===== config.mk =====
export PLATFORM = sky130hd
export DESIGN_NAME = ipend_csr_unit
export DESIGN_NICKNAME = d
export VERILOG_FILES = /design/src/rtl/ipend_pkg.sv /design/src/rtl/ipend_access.sv /design/src/rtl/ipend_swreg.sv /design/src/rtl/ipend_merge.sv /design/src/rtl/ipend_csr_unit.sv
export SDC_FILE = /design/constraint.sdc
export NUM_CORES = 1
export LEC_CHECK = 0
export ABC_CLOCK_PERIOD_IN_PS = 3500
export BUFFER_PORTS_ARGS = -buffer_cell sky130_fd_sc_hd__buf_2
export CAP_MARGIN = 0
export CORE_MARGIN = 4
export CORE_UTILIZATION = 33
export CTS_CLUSTER_SIZE = 24
export DETAILED_ROUTE_END_ITERATION = 6
export HOLD_SLACK_MARGIN = 0.12
export PLACE_DENSITY = 0.82
export SYNTH_ARGS = -nofsm -noshare
export SYNTH_HDL_FRONTEND = slang
export SYNTH_HIERARCHICAL = 1
export SYNTH_SLANG_ARGS = --single-unit

===== constraint.sdc =====
create_clock -name clk -period 3.5 [get_ports clk]
set_clock_uncertainty 0.1 [all_clocks]
set_input_delay 0.875 -clock clk [delete_from_list [all_inputs] [get_ports clk]]
set_output_delay 0.875 -clock clk [all_outputs]
set_load 0.05 [all_outputs]

===== src/rtl/ipend_pkg.sv =====
// Package: shared bit positions, operation and privilege encodings for the
// interrupt-pending register unit. Assumes a data width of at least 12 bits.
package ipend_pkg;
    localparam int SSIP_POS = 1;
    localparam int STIP_POS = 5;
    localparam int SEIP_POS = 9;
    localparam int MEIP_POS = 11;

    typedef enum logic [1:0] {
        OP_READ  = 2'd0,
        OP_WRITE = 2'd1,
        OP_SET   = 2'd2,
        OP_CLEAR = 2'd3
    } csr_op_e;

    typedef enum logic [1:0] {
        PRIV_U   = 2'd0,
        PRIV_S   = 2'd1,
        PRIV_RSV = 2'd2,
        PRIV_M   = 2'd3
    } priv_e;
endpackage


===== src/rtl/ipend_access.sv =====
// Module: decodes the address and privilege of a request into a machine-view
// hit, a supervisor-view hit, or a rejection. Assumes at most one of the two
// view addresses matches a given address.
module ipend_access #(
    parameter int              ADDR_W     = 12,
    parameter logic [ADDR_W-1:0] MVIEW_ADDR = 12'h344,
    parameter logic [ADDR_W-1:0] SVIEW_ADDR = 12'h144
) (
    input  logic              req_valid,
    input  logic [ADDR_W-1:0] addr,
    input  ipend_pkg::priv_e  priv,
    output logic              hit_m,
    output logic              hit_s,
    output logic              reject
);
    import ipend_pkg::*;

    // Classify the request by view and privilege.
    always_comb begin
        hit_m  = req_valid && (addr == MVIEW_ADDR) && (priv == PRIV_M);
        hit_s  = req_valid && (addr == SVIEW_ADDR) && (priv != PRIV_U);
        reject = req_valid && !hit_m && !hit_s;
    end
endmodule


===== src/rtl/ipend_swreg.sv =====
// Module: owns the software-writable pending flops (SSIP, STIP, SEIP) and
// performs write/set/clear on them. Assumes that at most one of hit_m and
// hit_s is high. The old value of read-modify-write is the software state
// only; the external lines never enter this path.
module ipend_swreg #(
    parameter int XLEN = 32
) (
    input  logic                clk,
    input  logic                rst_n,
    input  logic                hit_m,
    input  logic                hit_s,
    input  ipend_pkg::csr_op_e  op,
    input  logic [XLEN-1:0]     src,
    input  logic                src_is_x0,
    output logic [XLEN-1:0]     sw_q
);
    import ipend_pkg::*;

    localparam logic [XLEN-1:0] M_WMASK = (XLEN'(1) << SSIP_POS)
                                        | (XLEN'(1) << STIP_POS)
                                        | (XLEN'(1) << SEIP_POS);
    localparam logic [XLEN-1:0] S_WMASK = (XLEN'(1) << SSIP_POS);

    logic [XLEN-1:0] wmask;
    logic [XLEN-1:0] cand;
    logic [XLEN-1:0] sw_d;
    logic            do_wr;

    // Form the candidate value and the view-dependent write mask.
    always_comb begin
        wmask = hit_m ? M_WMASK : (hit_s ? S_WMASK : '0);
        case (op)
            OP_WRITE: cand = src;
            OP_SET:   cand = sw_q | src;
            OP_CLEAR: cand = sw_q & ~src;
            default:  cand = sw_q;
        endcase
        do_wr = (hit_m || hit_s)
             && ((op == OP_WRITE) || (((op == OP_SET) || (op == OP_CLEAR)) && !src_is_x0));
        sw_d  = do_wr ? ((sw_q & ~wmask) | (cand & wmask)) : sw_q;
    end

    // Hold the software pending bits, cleared by reset.
    always_ff @(posedge clk) begin
        if (!rst_n) sw_q <= '0;
        else        sw_q <= sw_d;
    end

    assert_reset_clear_R1: assert property (@(posedge clk)
        !rst_n |=> (sw_q == '0));

    assert_clear_swonly_R3: assert property (@(posedge clk) disable iff (!rst_n)
        (hit_m && op == OP_CLEAR && !src_is_x0 && src[SEIP_POS]) |=> !sw_q[SEIP_POS]);

    assert_sview_ro_bits_R6: assert property (@(posedge clk) disable iff (!rst_n)
        hit_s |=> (sw_q[SEIP_POS] == $past(sw_q[SEIP_POS]))
               && (sw_q[STIP_POS] == $past(sw_q[STIP_POS])));

    assert_reject_hold_R7: assert property (@(posedge clk) disable iff (!rst_n)
        (!hit_m && !hit_s) |=> $stable(sw_q));

    assert_x0_nowrite_R8: assert property (@(posedge clk) disable iff (!rst_n)
        ((hit_m || hit_s) && (op == OP_SET || op == OP_CLEAR) && src_is_x0) |=> $stable(sw_q));

    assert_meip_not_stored_R9: assert property (@(posedge clk) disable iff (!rst_n)
        !sw_q[MEIP_POS]);
endmodule


===== src/rtl/ipend_merge.sv =====
// Module: merges the software bits with the external lines into the pending
// vector and selects the read data for the active view. Purely combinational.
module ipend_merge #(
    parameter int XLEN = 32
) (
    input  logic [XLEN-1:0] sw_q,
    input  logic            ext_seip,
    input  logic            ext_meip,
    input  logic            hit_m,
    input  logic            hit_s,
    output logic [XLEN-1:0] pend,
    output logic [XLEN-1:0] rdata
);
    import ipend_pkg::*;

    localparam logic [XLEN-1:0] S_RMASK = (XLEN'(1) << SSIP_POS)
                                        | (XLEN'(1) << STIP_POS)
                                        | (XLEN'(1) << SEIP_POS);

    // OR the live lines into their positions and pick the view's read value.
    always_comb begin
        pend = sw_q
             | (XLEN'(ext_seip) << SEIP_POS)
             | (XLEN'(ext_meip) << MEIP_POS);
        rdata = hit_m ? pend : (hit_s ? (pend & S_RMASK) : '0);
    end
endmodule


===== src/rtl/ipend_csr_unit.sv =====
// Module: top of the interrupt-pending register unit. Decodes the request,
// updates the software pending bits and merges them with the external lines.
// Read data and the reject flag are combinational; state changes at the next
// rising edge. Reset is synchronous and active low.
module ipend_csr_unit #(
    parameter int                XLEN       = 32,
    parameter int                ADDR_W     = 12,
    parameter logic [ADDR_W-1:0] MVIEW_ADDR = 12'h344,
    parameter logic [ADDR_W-1:0] SVIEW_ADDR = 12'h144
) (
    input  logic              clk,
    input  logic              rst_n,
    input  logic              req_valid,
    input  logic [ADDR_W-1:0] csr_addr,
    input  logic [1:0]        csr_op,
    input  logic [XLEN-1:0]   src_data,
    input  logic              src_is_x0,
    input  logic [1:0]        priv_lvl,
    input  logic              ext_seip,
    input  logic              ext_meip,
    output logic [XLEN-1:0]   rd_data,
    output logic              illegal,
    output logic [XLEN-1:0]   pend_vec
);
    import ipend_pkg::*;

    logic            hit_m;
    logic            hit_s;
    logic [XLEN-1:0] sw_q;

    ipend_access #(
        .ADDR_W(ADDR_W), .MVIEW_ADDR(MVIEW_ADDR), .SVIEW_ADDR(SVIEW_ADDR)
    ) u_access (
        .req_valid(req_valid),
        .addr     (csr_addr),
        .priv     (priv_e'(priv_lvl)),
        .hit_m    (hit_m),
        .hit_s    (hit_s),
        .reject   (illegal)
    );

    ipend_swreg #(.XLEN(XLEN)) u_swreg (
        .clk      (clk),
        .rst_n    (rst_n),
        .hit_m    (hit_m),
        .hit_s    (hit_s),
        .op       (csr_op_e'(csr_op)),
        .src      (src_data),
        .src_is_x0(src_is_x0),
        .sw_q     (sw_q)
    );

    ipend_merge #(.XLEN(XLEN)) u_merge (
        .sw_q    (sw_q),
        .ext_seip(ext_seip),
        .ext_meip(ext_meip),
        .hit_m   (hit_m),
        .hit_s   (hit_s),
        .pend    (pend_vec),
        .rdata   (rd_data)
    );

    assert_mread_seip_R2: assert property (@(posedge clk) disable iff (!rst_n)
        (req_valid && csr_addr == MVIEW_ADDR && priv_lvl == 2'd3 && ext_seip)
            |-> rd_data[SEIP_POS]);

    assert_ext_visible_R5: assert property (@(posedge clk) disable iff (!rst_n)
        ext_seip |-> pend_vec[SEIP_POS]);

    assert_mview_lowpriv_R7: assert property (@(posedge clk) disable iff (!rst_n)
        (req_valid && csr_addr == MVIEW_ADDR && priv_lvl != 2'd3)
            |-> (illegal && rd_data == '0));

    assert_meip_follow_R9: assert property (@(posedge clk) disable iff (!rst_n)
        pend_vec[MEIP_POS] == ext_meip);
endmodule


==> insert_results.sql, run 1 <==
INSERT INTO impl_metrics (metric_group, metric, value, unit) VALUES
('yosys', 'average_instance_area_after_synthesis', '7.35', 'um^2'),
('power', 'p_int', '93.9', 'uW'),
('clocking', 'cts.repair.resized', '0', ''),
('global_routing', 'grt_start_max_net_pins', '24', ''),
('final_layout', 'finish.net_count', '192', ''),
('global_routing', 'grt_overflow_total', '0', ''),
('drt', 'wirelength', '1.72', 'mm'),
('placement', 'gp_congestion', '0.701', ''),
('run', 'max-cap-violations', '0', ''),
('yosys', 'synth.top_cells.by_area', 'buf_4, and2_1, dfxtp_1', ''),
('final_layout', 'layout-drive-gt1-share', '0.343', ''),
('power', 'power_density', '232', 'nW/um^2'),
('power', 'power_frac_seq', '0.170', ''),
('clocking', 'register_clock_pin_slew_on_the_reported_worst_setup_and_hold_paths', '40', 'ps'),
('yosys', 'synth_xor_xnor_area_share', '0.00909', ''),
('critical_path', 'setup.worst_path.end_class', 'primary output', ''),
('power', 'peakVddDrop', '0.150', 'mV'),
('clocking', 'cts_hold_buf', '0', ''),
('sta', 'final-max-slew-violation-count', '0', ''),
('clocking', 'cts_tree', 'built', ''),
('sta', 'totalNegativeSetupSlack', '0', 'ps'),
('global_routing', 'number_of_global_route_vias_before_repair', '552', ''),
('final_layout', 'layout.cells.most_common', 'buf_2', ''),
('critical_path', 'buffers_inverters_on_critical_path', '2', ''),
('status', 'run_status', 'finished, final reports clean', ''),
('power', 'power.static_leakage', '0.462', 'nW'),
('drt', 'number_of_nets_with_antenna_violations_after_detailed_routing', '0', ''),
('placement', 'buffer_ports.inserted', '33', ''),
('placement', 'place_area', '842', 'um^2'),
('global_routing', 'grt_antenna_before_repair', '0', ''),
('clocking', 'worstSkewPairLatency', '230', 'ps'),
('global_routing', 'grt_pass1_wl', '2.27', 'mm'),
('drt', 'avgRoutedWirePerCell', '10.3', 'um'),
('yosys', 'synth_top_flop_cell', 'dfxtp_1', ''),
('critical_path', 'max_stage_delay', '540', 'ps'),
('critical_path', 'worst-setup-path-type', 'input port to primary output', ''),
('clocking', 'post_cts.repair.setup_buffers', '0', ''),
('power', 'combinational_share_of_power', '0.518', ''),
('critical_path', 'critical_path.startpoint_type', 'input port', ''),
('critical_path', 'max_stage_delay_cell_worst_path', 'or4b_4', ''),
('floorplanning', 'std_cell_rows', '19', ''),
('yosys', 'synth_adder_area_share', '0', ''),
('critical_path', 'critPathArrivalTime', '2390', 'ps'),
('yosys', 'post-synth-top-area-fraction', '0.468', ''),
('sta', 'hold_viol_final', '0', ''),
('final_layout', 'final_core_util', '0.312', ''),
('placement', 'dp_cells', '164', ''),
('critical_path', 'reg2reg_setup_slack', '2730', 'ps'),
('final_layout', 'final_cell_mix', 'buf_2, conb_1, and2_1', ''),
('floorplanning', 'initial_core_util', '0.346', ''),
('sta', 'fin_crit_sh', '0.962', ''),
('critical_path', 'cp_max_fo', '7', ''),
('critical_path', 'worstPathCellList', 'buf_2, or4b_4, nor3_2, o21a_1, buf_2', ''),
('yosys', 'synth_edf_count', '0', ''),
('final_layout', 'signed_area_change_from_the_synthesized_netlist_to_the_final_layout', '-9.87', '%'),
('critical_path', 'critical_path_required', '2520', 'ps'),
('sta', 'fmax', '0.297', 'GHz'),
('yosys', 'synth.yosys.seq_area_share', '0.0623', ''),
('clocking', 'cts.htree.levels', '1', ''),
('hold_path', 'worst_hold_path_type', 'flip-flop to flip-flop', ''),
('yosys', 'synthCells', '131', ''),
('yosys', 'postSynthRegisterBits', '3', ''),
('clocking', 'cts-root-to-sink-buffers', '2', ''),
('yosys', 'muxShareOfSynthArea', '0', ''),
('floorplanning', 'floorplan.io_pins', '119', ''),
('final_layout', 'postLayoutCellArea', '868', 'um^2'),
('floorplanning', 'y_dimension_of_the_die', '62.0', 'um'),
('clocking', 'cts_buffers', '3', ''),
('final_layout', 'antenna_cells_inserted', '0', ''),
('floorplanning', 'die-width', '62.0', 'um'),
('sta', 'hold_worst_slack', '403', 'ps');
[metrics by stage]
stage	power, mW	setup slack [ps]
2_1_floorplan	0.168	99.1
3_3_place_gp	0.137	125
6_report	0.201	133
3_5_place_dp	0.137	112
5_1_grt	0.215	40.7
4_1_cts	0.202	109
[cell families after synthesis]
group                  count (synthesis)
other                                  1
XOR/XNOR                               1
buffers and inverters                 63
AND/OR/NAND/NOR                       51
flip-flops                             3
AO/OA/AOI/OAI                         12
[synthesized netlist by cell type (2+ instances only)]
| cell type | number |
|---|---|
| nand4b_1 | 2 |
| or2_2 | 2 |
| a32o_2 | 2 |
| nand3_1 | 2 |
| clkbuf_2 | 2 |
| or2b_1 | 2 |
| dfxtp_1 | 3 |
| buf_4 | 60 |
| nor2_1 | 3 |
| and2_1 | 28 |
| nand2_1 | 4 |
| o21a_1 | 3 |
[worst min-delay path, cell delays in order (launching register included)]
cell     delay (ps)
dfxtp_1         310
nand2_1          60
o32ai_1          70
[per-layer routing]
metal	wire length, um	track usage
met1	590	0.0835
met2	899	0.139
met3	225	0.0186
met4	8	0.0333
met5	0	0
[how the worst max path moves through the flow]
stage | cells after the start | to | slack [ps] | start
finish | 5 | rd_data[1] | 130 | csr_addr[1]
floorplan | 4 | rd_data[9] | 100 | csr_addr[1]
detailed placement | 5 | rd_data[1] | 110 | csr_addr[1]
CTS | 5 | rd_data[1] | 110 | csr_addr[1]
global placement | 5 | rd_data[1] | 120 | csr_addr[1]
global route | 6 | rd_data[1] | 40 | csr_addr[4]
[power groups by stage]
| stage | Sequential (mW) | Clock [mW] | Combinational [mW] |
|---|---|---|---|
| floorplan | 0.0349 | 0 | 0.133 |
| global placement | 0.0349 | 0 | 0.102 |
| CTS | 0.0343 | 0.0656 | 0.103 |
| detailed placement | 0.0349 | 0 | 0.102 |
| finish | 0.0343 | 0.0628 | 0.104 |
| global route | 0.0343 | 0.0689 | 0.112 |
[cell type report]
cell class / instances / area (um^2)
clock buffers: 4 / 26.3
fillers: 294 / 1910
multi-input cells: 93 / 548
flip-flops and latches: 3 / 60.1
well taps: 31 / 38.8
repair buffers: 37 / 195
No activity file was read; power rests on OpenSTA's default activity.
==> run 2, diff against run 1 <==
--- a/config.mk
+++ b/config.mk
@@ -10,10 +10,12 @@
 export CAP_MARGIN = 0
 export CORE_MARGIN = 4
 export CORE_UTILIZATION = 33
+export CTS_BUF_LIST = sky130_fd_sc_hd__clkbuf_16
 export CTS_CLUSTER_SIZE = 24
 export DETAILED_ROUTE_END_ITERATION = 6
 export HOLD_SLACK_MARGIN = 0.12
 export PLACE_DENSITY = 0.82
+export SKIP_CTS_REPAIR_TIMING = 1
 export SYNTH_ARGS = -nofsm -noshare
 export SYNTH_HDL_FRONTEND = slang
 export SYNTH_HIERARCHICAL = 1
==> run 2 against run 1 <==
Compared with the run above: register-to-register slack is essentially flat; largest cell class unchanged; maximum frequency grew 0.22%; critical endpoint unchanged; clock power grew to 2.9 times the previous value; sequential share of layout area shrank 0.39 points; critical path type unchanged; global-route usage grew 0.34 points; first-iteration DRC count grew 100%.
==> insert_results.sql, run 2 (synthesis results as in run 1) <==
INSERT INTO impl_metrics (metric_group, metric, value, unit) VALUES
('drt', 'number_of_nets_with_antenna_violations_after_detailed_routing', '0', ''),
('global_routing', 'grt_overflow_total', '0', ''),
('global_routing', 'grt_pass1_wl', '2.29', 'mm'),
('sta', 'final-max-slew-violation-count', '0', ''),
('clocking', 'cts_buffers', '3', ''),
('power', 'report.power.total', '320', 'uW'),
('power', 'peakVddDrop', '0.242', 'mV'),
('final_layout', 'layout.cells.most_common', 'buf_2', ''),
('final_layout', 'antenna_cells_inserted', '0', ''),
('clocking', 'cts_tree', 'built', ''),
('clocking', 'worstSkewPairLatency', '230', 'ps'),
('placement', 'place_hpwl', '1.53', 'mm'),
('drt', 'avgRoutedWirePerCell', '10.3', 'um'),
('clocking', 'clock_sink_count', '3', ''),
('final_layout', 'signed_area_change_from_the_synthesized_netlist_to_the_final_layout', '-4.42', '%'),
('power', 'power.net_switching', '121', 'uW'),
('power', 'clockPowerShare', '0.566', ''),
('final_layout', 'layout-drive-gt1-share', '0.343', ''),
('sta', 'grt_setup_unrepaired', 'false', ''),
('placement', 'gp_congestion', '0.701', ''),
('global_routing', 'global_route.peak_usage_layer', 'met2', ''),
('final_layout', 'n_fill_cell', '285', ''),
('floorplanning', 'std_cell_rows', '19', ''),
('global_routing', 'global_route.usage.met3', '0.0289', ''),
('final_layout', 'fin_cells', '168', ''),
('clocking', 'register_clock_pin_slew_on_the_reported_worst_setup_and_hold_paths', '30', 'ps'),
('floorplanning', 'floorplan.io_pins', '119', ''),
('power', 'power_frac_seq', '0.108', ''),
('drt', 'route.detailed.vias_per_inst', '4.18', ''),
('placement', 'buffer_ports.inserted', '33', ''),
('critical_path', 'critPathMostFrequentCell', 'buf_2', ''),
('floorplanning', 'floorplan_die_area', '3850', 'um^2'),
('critical_path', 'cp_max_fo', '7', ''),
('power', 'switching_share', '0.378', ''),
('floorplanning', 'core_region_area', '2780', 'um^2'),
('sta', 'final_critical_path_setup_slack', '141', 'ps'),
('global_routing', 'gr-usage-met2', '0.142', ''),
('global_routing', 'number_of_global_route_vias_before_repair', '546', ''),
('clocking', 'cts-root-to-sink-buffers', '2', ''),
('global_routing', 'track_usage', '0.0800', ''),
('run', 'max-cap-violations', '0', ''),
('clocking', 'cts.htree.levels', '1', ''),
('hold_path', 'worst_hold_path_type', 'flip-flop to flip-flop', ''),
('sta', 'fmax', '0.298', 'GHz'),
('drt', 'drc', '0', ''),
('floorplanning', 'die-width', '62.0', 'um'),
('drt', 'dr.first_iter.drc_count', '4', ''),
('sta', 'finalWorstPathRequiredPeriod', '3360', 'ps'),
('power', 'power_density', '347', 'nW/um^2'),
('floorplanning', 'y_dimension_of_the_die', '62.0', 'um'),
('sta', 'final_setup_violation_count', '0', ''),
('critical_path', 'critical_path_required', '2520', 'ps'),
('sta', 'fin_crit_sh', '0.960', ''),
('floorplanning', 'initial_core_util', '0.346', ''),
('drt', 'dr.pass1.iters', '4', ''),
('placement', 'place_worst_setup_slack', '112', 'ps'),
('critical_path', 'critical_path.startpoint_type', 'input port', ''),
('critical_path', 'max_stage_delay', '540', 'ps'),
('status', 'run_status', 'finished, final reports clean', ''),
('power', 'combinational_share_of_power', '0.326', ''),
('drt', 'wirelength', '1.74', 'mm'),
('global_routing', 'use_met1', '0.0835', ''),
('critical_path', 'worstPathCellList', 'buf_2, or4b_4, nor3_2, o21a_1, buf_2', ''),
('final_layout', 'finish.net_count', '192', ''),
('critical_path', 'max_stage_delay_cell_worst_path', 'or4b_4', ''),
('global_routing', 'grt_start_max_net_pins', '24', ''),
('drt', 'dr_total_vias', '703', ''),
('power', 'power.static_leakage', '0.489', 'nW'),
('critical_path', 'critPathArrivalTime', '2380', 'ps'),
('global_routing', 'grt_antenna_before_repair', '0', ''),
('placement', 'dp_cells', '164', ''),
('critical_path', 'worst-setup-path-type', 'input port to primary output', ''),
('sta', 'totalNegativeSetupSlack', '0', 'ps'),
('clocking', 'cts-root-buf', 'clkbuf_16', ''),
('critical_path', 'setup.worst_path.end_class', 'primary output', ''),
('power', 'p_int', '199', 'uW'),
('final_layout', 'final_cell_mix', 'buf_2, conb_1, and2_1', ''),
('sta', 'hold_viol_final', '0', '');
run 2: changes by cell type in the layout (fill, tap and decap cells not counted):
cell       before  now
clkbuf_1        1    0
clkbuf_16       0    3
clkbuf_4        3    0
inv_1           0    1
run 2: cell type report:
| class | count | area (um^2) | area share |
|---|---|---|---|
| Clock buffer | 3 | 75.1 | 0.0815 |
| Clock inverter | 1 | 3.75 | 0.00408 |
| Multi-Input combinational cell | 93 | 548 | 0.595 |
| Sequential cell | 3 | 60.1 | 0.0652 |
| Tap cell | 31 | 38.8 | 0.0421 |
| Timing Repair Buffer | 37 | 195 | 0.212 |
run 2: worst paths after layout:
check | start | cells after the start | slack (ps) | endpoint
setup / recovery | csr_addr[1] | 5 | 140 | rd_data[1]
hold / removal | flip-flop | 2 | 410 | flip-flop
setup reg to reg | flip-flop | 1 | 2730 | flip-flop
hold reg to reg | flip-flop | 2 | 410 | flip-flop
run 2: power groups by stage:
stage	Clock [mW]	Sequential [mW]	Combinational [mW]
finish	0.181	0.0344	0.104
global route	0.187	0.0344	0.112
CTS	0.183	0.0344	0.103
detailed placement	0	0.0349	0.102
global placement	0	0.0349	0.102
floorplan	0	0.0349	0.133
run 2: worst max-delay path, delay by kind of cell:
family | cells | cell delay (ps)
buffers and inverters | 2 | 350
AND/OR/NAND/NOR | 2 | 950
AO/OA/AOI/OAI | 1 | 200
run 2: per-layer routing:
metal | vias up | share of wire
li1 | 355 | -
met1 | 299 | 0.34
met2 | 47 | 0.52
met3 | 2 | 0.13
met4 | 0 | 0.0098
met5 | - | 0
run 2: through the flow:
stage	hold WS [ps]	instance area (um^2)	util
CTS	398	921	0.331
detailed placement	392	842	0.303
global placement	388	842	0.303
floorplan	362	1070	-
global route	433	921	0.331
finish	406	921	0.331
==> run 3, diff against run 2 <==
--- a/config.mk
+++ b/config.mk
@@ -14,7 +14,7 @@
 export CTS_CLUSTER_SIZE = 24
 export DETAILED_ROUTE_END_ITERATION = 6
 export HOLD_SLACK_MARGIN = 0.12
-export PLACE_DENSITY = 0.82
+export PLACE_DENSITY = 0.91
 export SKIP_CTS_REPAIR_TIMING = 1
 export SYNTH_ARGS = -nofsm -noshare
 export SYNTH_HDL_FRONTEND = slang
==> run 3 against run 2 <==
Compared with the run above: clock power about the same; global-route usage increased by 0.92 points; via count increased by 0.71%; total power increased by 0.85%; combinational power about the same; sequential cell count unchanged; worst hold slack got worse by 13 ps; utilization increased by 0.18 points; sequential share of layout area about the same; register-to-register slack about the same; routed wire length increased by 3.6%; setup slack improved by 38 ps; critical path type unchanged; critical endpoint unchanged; largest cell class unchanged.
==> insert_results.sql, run 3 (synthesis results as in run 1) <==
INSERT INTO impl_metrics (metric_group, metric, value, unit) VALUES
('status', 'run_status', 'finished, final reports clean', ''),
('global_routing', 'grt_overflow_total', '0', ''),
('global_routing', 'track_usage', '0.0893', ''),
('critical_path', 'max_stage_delay', '550', 'ps'),
('critical_path', 'worst-setup-path-type', 'input port to primary output', ''),
('drt', 'dr.first_iter.drc_count', '0', ''),
('power', 'report.power.total', '322', 'uW'),
('floorplanning', 'std_cell_rows', '19', ''),
('final_layout', 'signed_area_change_from_the_synthesized_netlist_to_the_final_layout', '-3.90', '%'),
('drt', 'dr.pass1.iters', '1', ''),
('final_layout', 'final_core_util', '0.333', ''),
('final_layout', 'finish.net_count', '191', ''),
('critical_path', 'critical_path_required', '2520', 'ps'),
('sta', 'hold_worst_slack', '392', 'ps'),
('power', 'switching_share', '0.383', ''),
('power', 'power_frac_seq', '0.107', ''),
('power', 'power_density', '348', 'nW/um^2'),
('drt', 'number_of_nets_with_antenna_violations_after_detailed_routing', '0', ''),
('drt', 'drc', '0', ''),
('placement', 'place_area', '847', 'um^2'),
('sta', 'final_setup_violation_count', '0', ''),
('floorplanning', 'die-width', '62.0', 'um'),
('floorplanning', 'core_region_area', '2780', 'um^2'),
('final_layout', 'layout.area.seq', '60.1', 'um^2'),
('final_layout', 'final_cell_mix', 'buf_2, conb_1, and2_1', ''),
('sta', 'totalNegativeSetupSlack', '0', 'ps'),
('critical_path', 'critPathArrivalTime', '2350', 'ps'),
('critical_path', 'worstPathCellList', 'buf_2, or4b_4, nor3_2, buf_12, o21a_1, buf_2', ''),
('critical_path', 'max_stage_delay_cell_worst_path', 'or4b_4', ''),
('critical_path', 'critical_path.startpoint', 'csr_addr[1]', ''),
('power', 'peakVddDrop', '0.296', 'mV'),
('critical_path', 'critical_path.startpoint_type', 'input port', ''),
('placement', 'gp_congestion', '0.713', ''),
('global_routing', 'number_of_global_route_vias_before_repair', '651', ''),
('clocking', 'register_clock_pin_slew_on_the_reported_worst_setup_and_hold_paths', '30', 'ps'),
('power', 'p_int', '199', 'uW'),
('sta', 'fmax', '0.301', 'GHz'),
('placement', 'place_hpwl', '1.57', 'mm'),
('final_layout', 'layout-drive-gt1-share', '0.338', ''),
('drt', 'dr_total_vias', '708', ''),
('clocking', 'cts_buffers', '3', ''),
('final_layout', 'n_fill_cell', '302', ''),
('drt', 'route.detailed.vias_per_inst', '4.24', ''),
('placement', 'buffer_ports.inserted', '33', ''),
('run', 'max-cap-violations', '0', ''),
('clocking', 'cts_tree', 'built', ''),
('sta', 'grt_setup_unrepaired', 'false', ''),
('hold_path', 'worst_hold_path_type', 'flip-flop to flip-flop', ''),
('power', 'clockPowerShare', '0.569', ''),
('global_routing', 'grt_antenna_before_repair', '0', ''),
('power', 'combinational_share_of_power', '0.324', ''),
('critical_path', 'reg2reg_setup_slack', '2730', 'ps'),
('sta', 'finalWorstPathRequiredPeriod', '3320', 'ps'),
('floorplanning', 'floorplan.io_pins', '119', ''),
('drt', 'wirelength', '1.80', 'mm'),
('final_layout', 'antenna_cells_inserted', '0', ''),
('final_layout', 'layout.cells.most_common', 'buf_2', ''),
('power', 'power.net_switching', '123', 'uW'),
('clocking', 'cts.htree.levels', '1', ''),
('global_routing', 'grt_pass1_wl', '2.53', 'mm'),
('floorplanning', 'y_dimension_of_the_die', '62.0', 'um'),
('critical_path', 'cp_max_fo', '14', ''),
('clocking', 'worstSkewPairLatency', '230', 'ps'),
('global_routing', 'grt_start_max_net_pins', '23', ''),
('clocking', 'cts-root-to-sink-buffers', '2', ''),
('floorplanning', 'initial_core_util', '0.346', ''),
('final_layout', 'postLayoutCellArea', '926', 'um^2'),
('power', 'power.static_leakage', '0.486', 'nW'),
('sta', 'hold_viol_final', '0', ''),
('final_layout', 'multi_input_comb_area', '548', 'um^2'),
('critical_path', 'worst_r2r_path_depth', '1', ''),
('clocking', 'clock_sink_count', '3', ''),
('clocking', 'cts-root-buf', 'clkbuf_16', ''),
('critical_path', 'worstSetupEndpoint', 'rd_data[1]', ''),
('drt', 'avgRoutedWirePerCell', '10.8', 'um'),
('sta', 'final-max-slew-violation-count', '0', ''),
('floorplanning', 'floorplan_die_area', '3850', 'um^2'),
('critical_path', 'setup.worst_path.end_class', 'primary output', ''),
('critical_path', 'critPathMostFrequentCell', 'buf_2', ''),
('sta', 'fin_crit_sh', '0.949', '');
==> run 3: critical path, delay by kind of cell <==
family / cells / cell delay, ps
simple gates: 2 / 830
buf+inv: 3 / 520
compound gates: 1 / 120
==> run 3: power by group through the flow <==
stage | Combinational, mW | Sequential (mW) | Clock [mW]
2_1_floorplan | 0.133 | 0.0349 | 0
3_3_place_gp | 0.102 | 0.0349 | 0
3_5_place_dp | 0.103 | 0.0349 | 0
4_1_cts | 0.103 | 0.0344 | 0.186
5_1_grt | 0.112 | 0.0344 | 0.189
6_report | 0.104 | 0.0344 | 0.183
==> run 3: layout make-up <==
cell class / count / share of cell area
clock inverter: 1 / 0.00405
clock buffer: 3 / 0.0811
timing repair buffer: 36 / 0.216
tap: 31 / 0.0419
multi-input combinational: 93 / 0.592
sequential: 3 / 0.0649
==> run 3: worst min path at each step <==
stage          startpoint  cells past startpoint   endpoint
2_1_floorplan   flip-flop                      2  flip-flop
3_3_place_gp    flip-flop                      2  flip-flop
3_5_place_dp    flip-flop                      2  flip-flop
4_1_cts         flip-flop                      2  flip-flop
5_1_grt         flip-flop                      2  flip-flop
6_report        flip-flop                      2  flip-flop
==> run 3: per-stage QoR <==
stage               cells  setup slack, ps
floorplan             159             99.1
global placement      163              183
detailed placement    163              162
CTS                   167              162
global route          167             77.1
finish                167              179
==> run 3: layer usage <==
layer | GRT usage | routed length [um] | vias to the layer above
li1 | - | - | 353
met1 | 0.0908 | 634 | 299
met2 | 0.160 | 922 | 52
met3 | 0.0186 | 209 | 4
met4 | 0.0636 | 32 | 0
met5 | 0 | 0 | -
